## config.mk

```make
export PLATFORM = sky130hd
export DESIGN_NAME = nrz_tx
export DESIGN_NICKNAME = d
export VERILOG_FILES = /design/src/rtl/nrz_tx_pkg.sv /design/src/rtl/nrz_tx_bitclk.sv /design/src/rtl/nrz_tx_hold.sv /design/src/rtl/nrz_tx_shift.sv /design/src/rtl/nrz_tx.sv
export SDC_FILE = /design/constraint.sdc
export NUM_CORES = 1
export LEC_CHECK = 0
export BUFFER_PORTS_ARGS = -buffer_cell sky130_fd_sc_hd__buf_2
export CAP_MARGIN = 20
export CORE_UTILIZATION = 40
export DETAILED_ROUTE_END_ITERATION = 8
export GPL_ROUTABILITY_DRIVEN = 0
export PLACE_DENSITY_LB_ADDON = 0.15
export SLEW_MARGIN = 25
export SYNTH_ARGS = -nofsm -noshare
export SYNTH_HDL_FRONTEND = slang
export SYNTH_SLANG_ARGS = --single-unit
```

## constraint.sdc

```tcl
create_clock -name clk_i -period 2.7 [get_ports clk_i]
set_input_delay 0.27 -clock clk_i [delete_from_list [all_inputs] [get_ports clk_i]]
set_output_delay 0.27 -clock clk_i [all_outputs]
set_load 0.05 [all_outputs]
```

## src/rtl/nrz_tx_pkg.sv

```systemverilog
package nrz_tx_pkg;
  typedef enum logic [1:0] {
    ST_IDLE,
    ST_DATA,
    ST_BRK,
    ST_MARK
  } tx_st_e;
endpackage

```

## src/rtl/nrz_tx_bitclk.sv

```systemverilog
module nrz_tx_bitclk #(
  parameter int OVS = 16
) (
  input  logic clk_i,
  input  logic rst_ni,
  input  logic clear_i,
  input  logic tick_i,
  output logic bit_end_o
);
  localparam int CW = (OVS > 2) ? $clog2(OVS) : 1;
  localparam logic [CW-1:0] LAST = CW'(OVS - 1);

  logic [CW-1:0] cnt_q;

  always_ff @(posedge clk_i or negedge rst_ni) begin
    if (!rst_ni) begin
      cnt_q <= '0;
    end else if (clear_i) begin
      cnt_q <= '0;
    end else if (tick_i) begin
      cnt_q <= (cnt_q == LAST) ? '0 : cnt_q + 1'b1;
    end
  end

  assign bit_end_o = tick_i && !clear_i && (cnt_q == LAST);

  p_bit_end_spacing_r2: assert property (@(posedge clk_i) disable iff (!rst_ni)
    bit_end_o && !clear_i |=> !bit_end_o);
endmodule

```

## src/rtl/nrz_tx_hold.sv

```systemverilog
module nrz_tx_hold #(
  parameter int DW = 8
) (
  input  logic          clk_i,
  input  logic          rst_ni,
  input  logic          wr_i,
  input  logic [DW-1:0] wr_data_i,
  input  logic          load_i,
  output logic [DW-1:0] data_o,
  output logic          full_o,
  output logic          ovr_o
);
  always_ff @(posedge clk_i or negedge rst_ni) begin
    if (!rst_ni) begin
      data_o <= '0;
      full_o <= 1'b0;
      ovr_o  <= 1'b0;
    end else begin
      if (wr_i) begin
        data_o <= wr_data_i;
        full_o <= 1'b1;
        // a write racing the transfer is not an overrun
        ovr_o  <= full_o && !load_i;
      end else if (load_i) begin
        full_o <= 1'b0;
      end
    end
  end

  p_ovr_on_full_write_r6: assert property (@(posedge clk_i) disable iff (!rst_ni)
    wr_i && full_o && !load_i |=> ovr_o);
  p_write_fills_r4: assert property (@(posedge clk_i) disable iff (!rst_ni)
    wr_i |=> full_o);
  p_load_drains_r4: assert property (@(posedge clk_i) disable iff (!rst_ni)
    load_i && !wr_i |=> !full_o);
  p_load_needs_full_r4: assert property (@(posedge clk_i) disable iff (!rst_ni)
    load_i |-> full_o);
endmodule

```

## src/rtl/nrz_tx_shift.sv

```systemverilog
module nrz_tx_shift
  import nrz_tx_pkg::*;
#(
  parameter int DW  = 8,
  parameter int OVS = 16
) (
  input  logic          clk_i,
  input  logic          rst_ni,
  input  logic          go_data_i,
  input  logic          go_brk_i,
  input  logic [DW-1:0] char_i,
  input  logic          ninth_i,
  input  logic          long_i,
  input  logic          brk_i,
  input  logic          en_i,
  input  logic          tick_i,
  output logic          txd_o,
  output logic          busy_o,
  output logic          frame_end_o
);
  localparam int FW = DW + 3;
  localparam int BW = $clog2(FW + 1);
  localparam logic [BW-1:0] LAST_SHORT = BW'(DW + 1);
  localparam logic [BW-1:0] LAST_LONG  = BW'(DW + 2);

  tx_st_e         st_q;
  logic [FW-1:0]  sh_q;
  logic [BW-1:0]  idx_q;
  logic [BW-1:0]  last_q;
  logic           bit_end;
  logic           last_bit;
  logic           fill;
  logic           brk_again;

  nrz_tx_bitclk #(.OVS(OVS)) u_bitclk (
    .clk_i    (clk_i),
    .rst_ni   (rst_ni),
    .clear_i  (go_data_i || go_brk_i),
    .tick_i   (tick_i),
    .bit_end_o(bit_end)
  );

  assign last_bit  = (idx_q == last_q);
  assign fill      = (st_q == ST_DATA);
  assign brk_again = brk_i && en_i;

  always_ff @(posedge clk_i or negedge rst_ni) begin
    if (!rst_ni) begin
      st_q   <= ST_IDLE;
      sh_q   <= '1;
      idx_q  <= '0;
      last_q <= LAST_SHORT;
    end else begin
      unique case (st_q)
        ST_IDLE: begin
          if (go_data_i) begin
            sh_q   <= {1'b1, (long_i ? ninth_i : 1'b1), char_i, 1'b0};
            last_q <= long_i ? LAST_LONG : LAST_SHORT;
            idx_q  <= '0;
            st_q   <= ST_DATA;
          end else if (go_brk_i) begin
            sh_q   <= '0;
            last_q <= long_i ? LAST_LONG : LAST_SHORT;
            idx_q  <= '0;
            st_q   <= ST_BRK;
          end
        end
        ST_DATA, ST_BRK: begin
          if (bit_end) begin
            if (!last_bit) begin
              sh_q  <= {fill, sh_q[FW-1:1]};
              idx_q <= idx_q + 1'b1;
            end else if (st_q == ST_DATA) begin
              sh_q <= '1;
              st_q <= ST_IDLE;
            end else if (brk_again) begin
              // back-to-back break frames, no high gap
              sh_q   <= '0;
              last_q <= long_i ? LAST_LONG : LAST_SHORT;
              idx_q  <= '0;
            end else begin
              sh_q <= '1;
              st_q <= ST_MARK;
            end
          end
        end
        ST_MARK: begin
          if (bit_end) st_q <= ST_IDLE;
        end
        default: st_q <= ST_IDLE;
      endcase
    end
  end

  always_comb begin
    unique case (st_q)
      ST_DATA, ST_BRK: txd_o = sh_q[0];
      default:         txd_o = 1'b1;
    endcase
  end

  assign busy_o      = (st_q != ST_IDLE);
  assign frame_end_o = bit_end && (((st_q == ST_DATA) && last_bit) || (st_q == ST_MARK));

  p_no_tick_no_move_r9: assert property (@(posedge clk_i) disable iff (!rst_ni)
    !tick_i && !go_data_i && !go_brk_i |=> $stable(txd_o));
  p_start_bit_low_r2: assert property (@(posedge clk_i) disable iff (!rst_ni)
    go_data_i |=> !txd_o);
  p_go_only_idle_r4: assert property (@(posedge clk_i) disable iff (!rst_ni)
    go_data_i || go_brk_i |-> !busy_o);
  p_stop_high_r2: assert property (@(posedge clk_i) disable iff (!rst_ni)
    frame_end_o |-> txd_o);
endmodule

```

## src/rtl/nrz_tx.sv

```systemverilog
module nrz_tx #(
  parameter int DATA_W = 8,
  parameter int OVS    = 16
) (
  input  logic              clk_i,
  input  logic              rst_ni,
  input  logic              wr_i,
  input  logic [DATA_W-1:0] wr_data_i,
  input  logic              ninth_i,
  input  logic              long_i,
  input  logic              en_i,
  input  logic              brk_i,
  input  logic              tick_i,
  output logic              txd_o,
  output logic              empty_o,
  output logic              done_o,
  output logic              ovr_o
);
  logic [DATA_W-1:0] hold_data;
  logic              hold_full;
  logic              busy;
  logic              frame_end;
  logic              go_data;
  logic              go_brk;

  // break takes priority over a queued character
  assign go_brk  = !busy && en_i && brk_i;
  assign go_data = !busy && en_i && !brk_i && hold_full;

  nrz_tx_hold #(.DW(DATA_W)) u_hold (
    .clk_i    (clk_i),
    .rst_ni   (rst_ni),
    .wr_i     (wr_i),
    .wr_data_i(wr_data_i),
    .load_i   (go_data),
    .data_o   (hold_data),
    .full_o   (hold_full),
    .ovr_o    (ovr_o)
  );

  nrz_tx_shift #(.DW(DATA_W), .OVS(OVS)) u_shift (
    .clk_i      (clk_i),
    .rst_ni     (rst_ni),
    .go_data_i  (go_data),
    .go_brk_i   (go_brk),
    .char_i     (hold_data),
    .ninth_i    (ninth_i),
    .long_i     (long_i),
    .brk_i      (brk_i),
    .en_i       (en_i),
    .tick_i     (tick_i),
    .txd_o      (txd_o),
    .busy_o     (busy),
    .frame_end_o(frame_end)
  );

  always_ff @(posedge clk_i or negedge rst_ni) begin
    if (!rst_ni) begin
      done_o <= 1'b1;
    end else if (wr_i || go_brk) begin
      done_o <= 1'b0;
    end else if (frame_end && !hold_full) begin
      done_o <= 1'b1;
    end
  end

  assign empty_o = !hold_full;

  p_done_line_high_r5: assert property (@(posedge clk_i) disable iff (!rst_ni)
    done_o |-> txd_o);
  p_done_needs_empty_r5: assert property (@(posedge clk_i) disable iff (!rst_ni)
    done_o |-> empty_o);
  p_disabled_stays_idle_r7: assert property (@(posedge clk_i) disable iff (!rst_ni)
    !en_i && !busy |=> !busy);
  p_write_clears_done_r5: assert property (@(posedge clk_i) disable iff (!rst_ni)
    wr_i |=> !done_o);
endmodule

```

==> run summary <==
Tightest Pin Transition -> 0.762 ns
TritonCTS Sinks -> 34
Post-Syn Nets -> 198
I/O Pins -> 20
# rows -> 23
Slew Limit Fails -> 0
leakage -> 0.900 nW
Clock Tree Buf Depth -> 2
Iter 0 DRT Violations -> 102
# DRC -> 0
Sw Ratio -> 0.397
Post-Syn Area -> 1750 µm²
chip height -> 68.1 µm
CP Capture Type -> flop
RSZ-0062 raised after global routing -> no
Setup crit start kind -> flop
gr ovfl total -> 0
complex-gate fraction of the synthesized area -> 0.186
mux contribution to synthesized area -> 0.0903
Slew HR -> 0.492
Cells after Synth -> 174
Netlist cell types -> 38
synthesized area per cell -> 10.0 µm²
Num CTS Buffers -> 5
switching pwr -> 0.869 mW
Seq cells post-synth -> 34
PD cells -> 1090 nW/µm²
crit path DAT -> 2.56 ns
Clock Power Share -> 0.181
Total Die Area -> 4630 µm²
Pint -> 1.32 mW
Final ANT Viol Nets -> 0
Vias per Instance -> 5.46
commonest non-fill, non-tap cells in the layout -> a21oi_1 (21), dfrtp_1 (21), nor2_1 (19), buf_2 (19), o21ai_0 (15)
crit path max fanout -> 6
FF+latch area -> 867 µm²
Synth Area in XOR/XNOR -> 0.0150
fill count -> 397
worst vdd ir -> 0.432 mV
post-route setup TNS -> 0 ns
total wire length -> 3580 µm
status -> complete, no violations
largest net degree at the start of global routing -> 35
Worst EP required -> 2.87 ns
minimum clock period -> 2.38 ns
post-DP HPWL -> 2460 µm
Worst Skew -> 0.00589 ns
Flop pwr share -> 0.397
post-synthesis simple-gate area fraction -> 0.116
largest family of logic cells by synthesized area -> compound AO/OA/AOI/OAI gates
Vias -> 1,354
vias in the first global route -> 1,382
Core Footprint -> 4090 µm²
Initial Util -> 0.427
layout cells sized above 1 -> 0.273
Setup-failing EPs final -> 0
area occupied by multi-input gates -> 812 µm²
first-pass GRT wire length -> 6250 µm
Clock Latency Late Sink -> 0.28 ns
post-synthesis sequential area ratio -> 0.496
# hold bufs at CTS -> 0
root buffer cell -> clkbuf_8
Inserted Diodes -> 0
Tot GR Track Use -> 0.186
Max Cap Violations -> 0
Layout area overhead -> 14.5%
WS Path Type -> reg -> reg
post-synthesis adder-cell area fraction -> 0.0573
nets@finish -> 221
initial antenna violation count -> 0
final period utilization -> 0.883
drt wl/cell -> 14.4 µm
postcts setup bufs -> 0
CTS tree -> done
overall die width -> 68.1 µm
drt pass-1 iters -> 4
# port buffers -> 19
clock-pin slew on the worst setup and hold paths -> 0.07 ns
Hold WC Path Type -> in -> async
post-CTS resize count -> 0
Warnings, synthesis -> 0
final core occ -> 0.489
combinational fraction of design power -> 0.422
final hold viol count -> 0
htree depth -> 2
Fmax -> 419 MHz
[state kept, by name, indices dropped and copies added, names as in the netlist]
name / flops
u_hold.data_o: 8
u_hold.ovr_o: 1
u_hold.full_o: 1
done_o: 1
u_shift.u_bitclk.cnt_q: 4
u_shift.last_q: 2
u_shift.idx_q: 4
u_shift.st_q: 2
u_shift.sh_q: 11
[through the flow]
step	power [mW]	std cells	hold WS (ns)	setup WS, ns	instance area [µm²]
after floorplan	1.56	174	-0.0256	0.520	1750
after global placement	1.76	240	0.383	0.434	1900
after detailed placement	1.80	240	0.385	0.338	1900
after CTS	2.20	248	0.0733	0.318	2000
after global routing	2.38	248	0.118	0.219	2000
final	2.19	248	0.0483	0.316	2000
[final timing paths]
kind / cells after the start / from / end / slack [ns]
setup reg to reg: 7 / u_shift.st_q[0] / u_shift.st_q[0] / 0.32
min in group clk_i: 2 / wr_data_i[1] / u_hold.data_o[1] / 0.21
max in group asynchronous: 1 / rst_ni / u_shift.u_bitclk.cnt_q[1] / 2.16
setup / recovery: 7 / u_shift.st_q[0] / u_shift.st_q[0] / 0.32
hold reg to reg: 2 / u_shift.sh_q[10] / u_shift.sh_q[10] / 0.48
hold / removal: 1 / rst_ni / u_shift.st_q[0] / 0.05
[power groups by stage]
stage	sequential [mW]	clock, mW	combinational (mW)
after floorplan	0.858	0	0.707
after global placement	0.866	0	0.897
after detailed placement	0.874	0	0.921
after CTS	0.867	0.409	0.924
after global routing	0.893	0.428	1.06
final	0.869	0.396	0.922
[synth_stat cells, drive strengths merged]
| cell | instances | area (µm²) |
|---|---|---|
| a21oi | 21 | 105 |
| nor3 | 2 | 10.0 |
| nor4 | 2 | 18.8 |
| clkbuf | 6 | 22.5 |
| xnor2 | 2 | 17.5 |
| a32o | 1 | 10.0 |
| o22a | 1 | 8.76 |
| o211ai | 2 | 15.0 |
| mux2 | 11 | 128 |
| o22ai | 1 | 6.26 |
| xor2 | 1 | 8.76 |
| ha | 8 | 100 |
| o31a | 1 | 8.76 |
| nand2b | 3 | 18.8 |
| o221ai | 1 | 8.76 |
| buf | 1 | 7.51 |
| o21ai | 17 | 85.1 |
| nand4 | 2 | 12.5 |
| and4 | 1 | 8.76 |
| a221o | 1 | 10.0 |
| a21o | 3 | 22.5 |
| dfrtp | 21 | 526 |
| nand2 | 10 | 37.5 |
| o21a | 1 | 7.51 |
| a31oi | 2 | 12.5 |
| a41oi | 1 | 8.76 |
| a311oi | 1 | 8.76 |
| or4b | 1 | 10.0 |
| dfstp | 13 | 342 |
| nor2 | 19 | 71.3 |
| inv | 10 | 37.5 |
| nand3 | 3 | 15.0 |
| mux2i | 3 | 30.0 |
| a21boi | 1 | 7.51 |
[per-layer routing]
| metal | track usage | vias up | wire length (µm) |
|---|---|---|---|
| met4 | 0.0625 | 0 | 47 |
| li1 | - | 659 | - |
| met1 | 0.237 | 662 | 1770 |
| met3 | 0.0550 | 6 | 154 |
| met5 | 0 | - | 0 |
| met2 | 0.298 | 27 | 1610 |
[layout make-up]
type,instances,area share
Clock buffer,6,0.0413
Timing Repair Buffer,23,0.0626
Inverter,10,0.0188
Multi-Input combinational cell,123,0.406
Tap cell,50,0.0313
Sequential cell,34,0.434
Clock inverter,2,0.00626
[critical path: stages, from the launching register on]
cell and delay [ns]:
dfrtp_1 0.44, inv_1 0.12, ha_1 0.26, nand2_1 0.14
nor2_1 0.12, or4b_1 0.52, a221o_1 0.36, mux2_4 0.31
[cell families (layout without fill, tap and decap cells)]
logic type                 after synthesis  count (layout)
DFF                                     34              34
buffers and inverters                   17              41
muxes                                   14              14
and+or+nand+nor                         43              43
xor gates and xnor gates                 3               3
AOI/OAI and AO/OA                       55              55
adders and majority gates                8               8
Power figures use the tool's default switching activity.
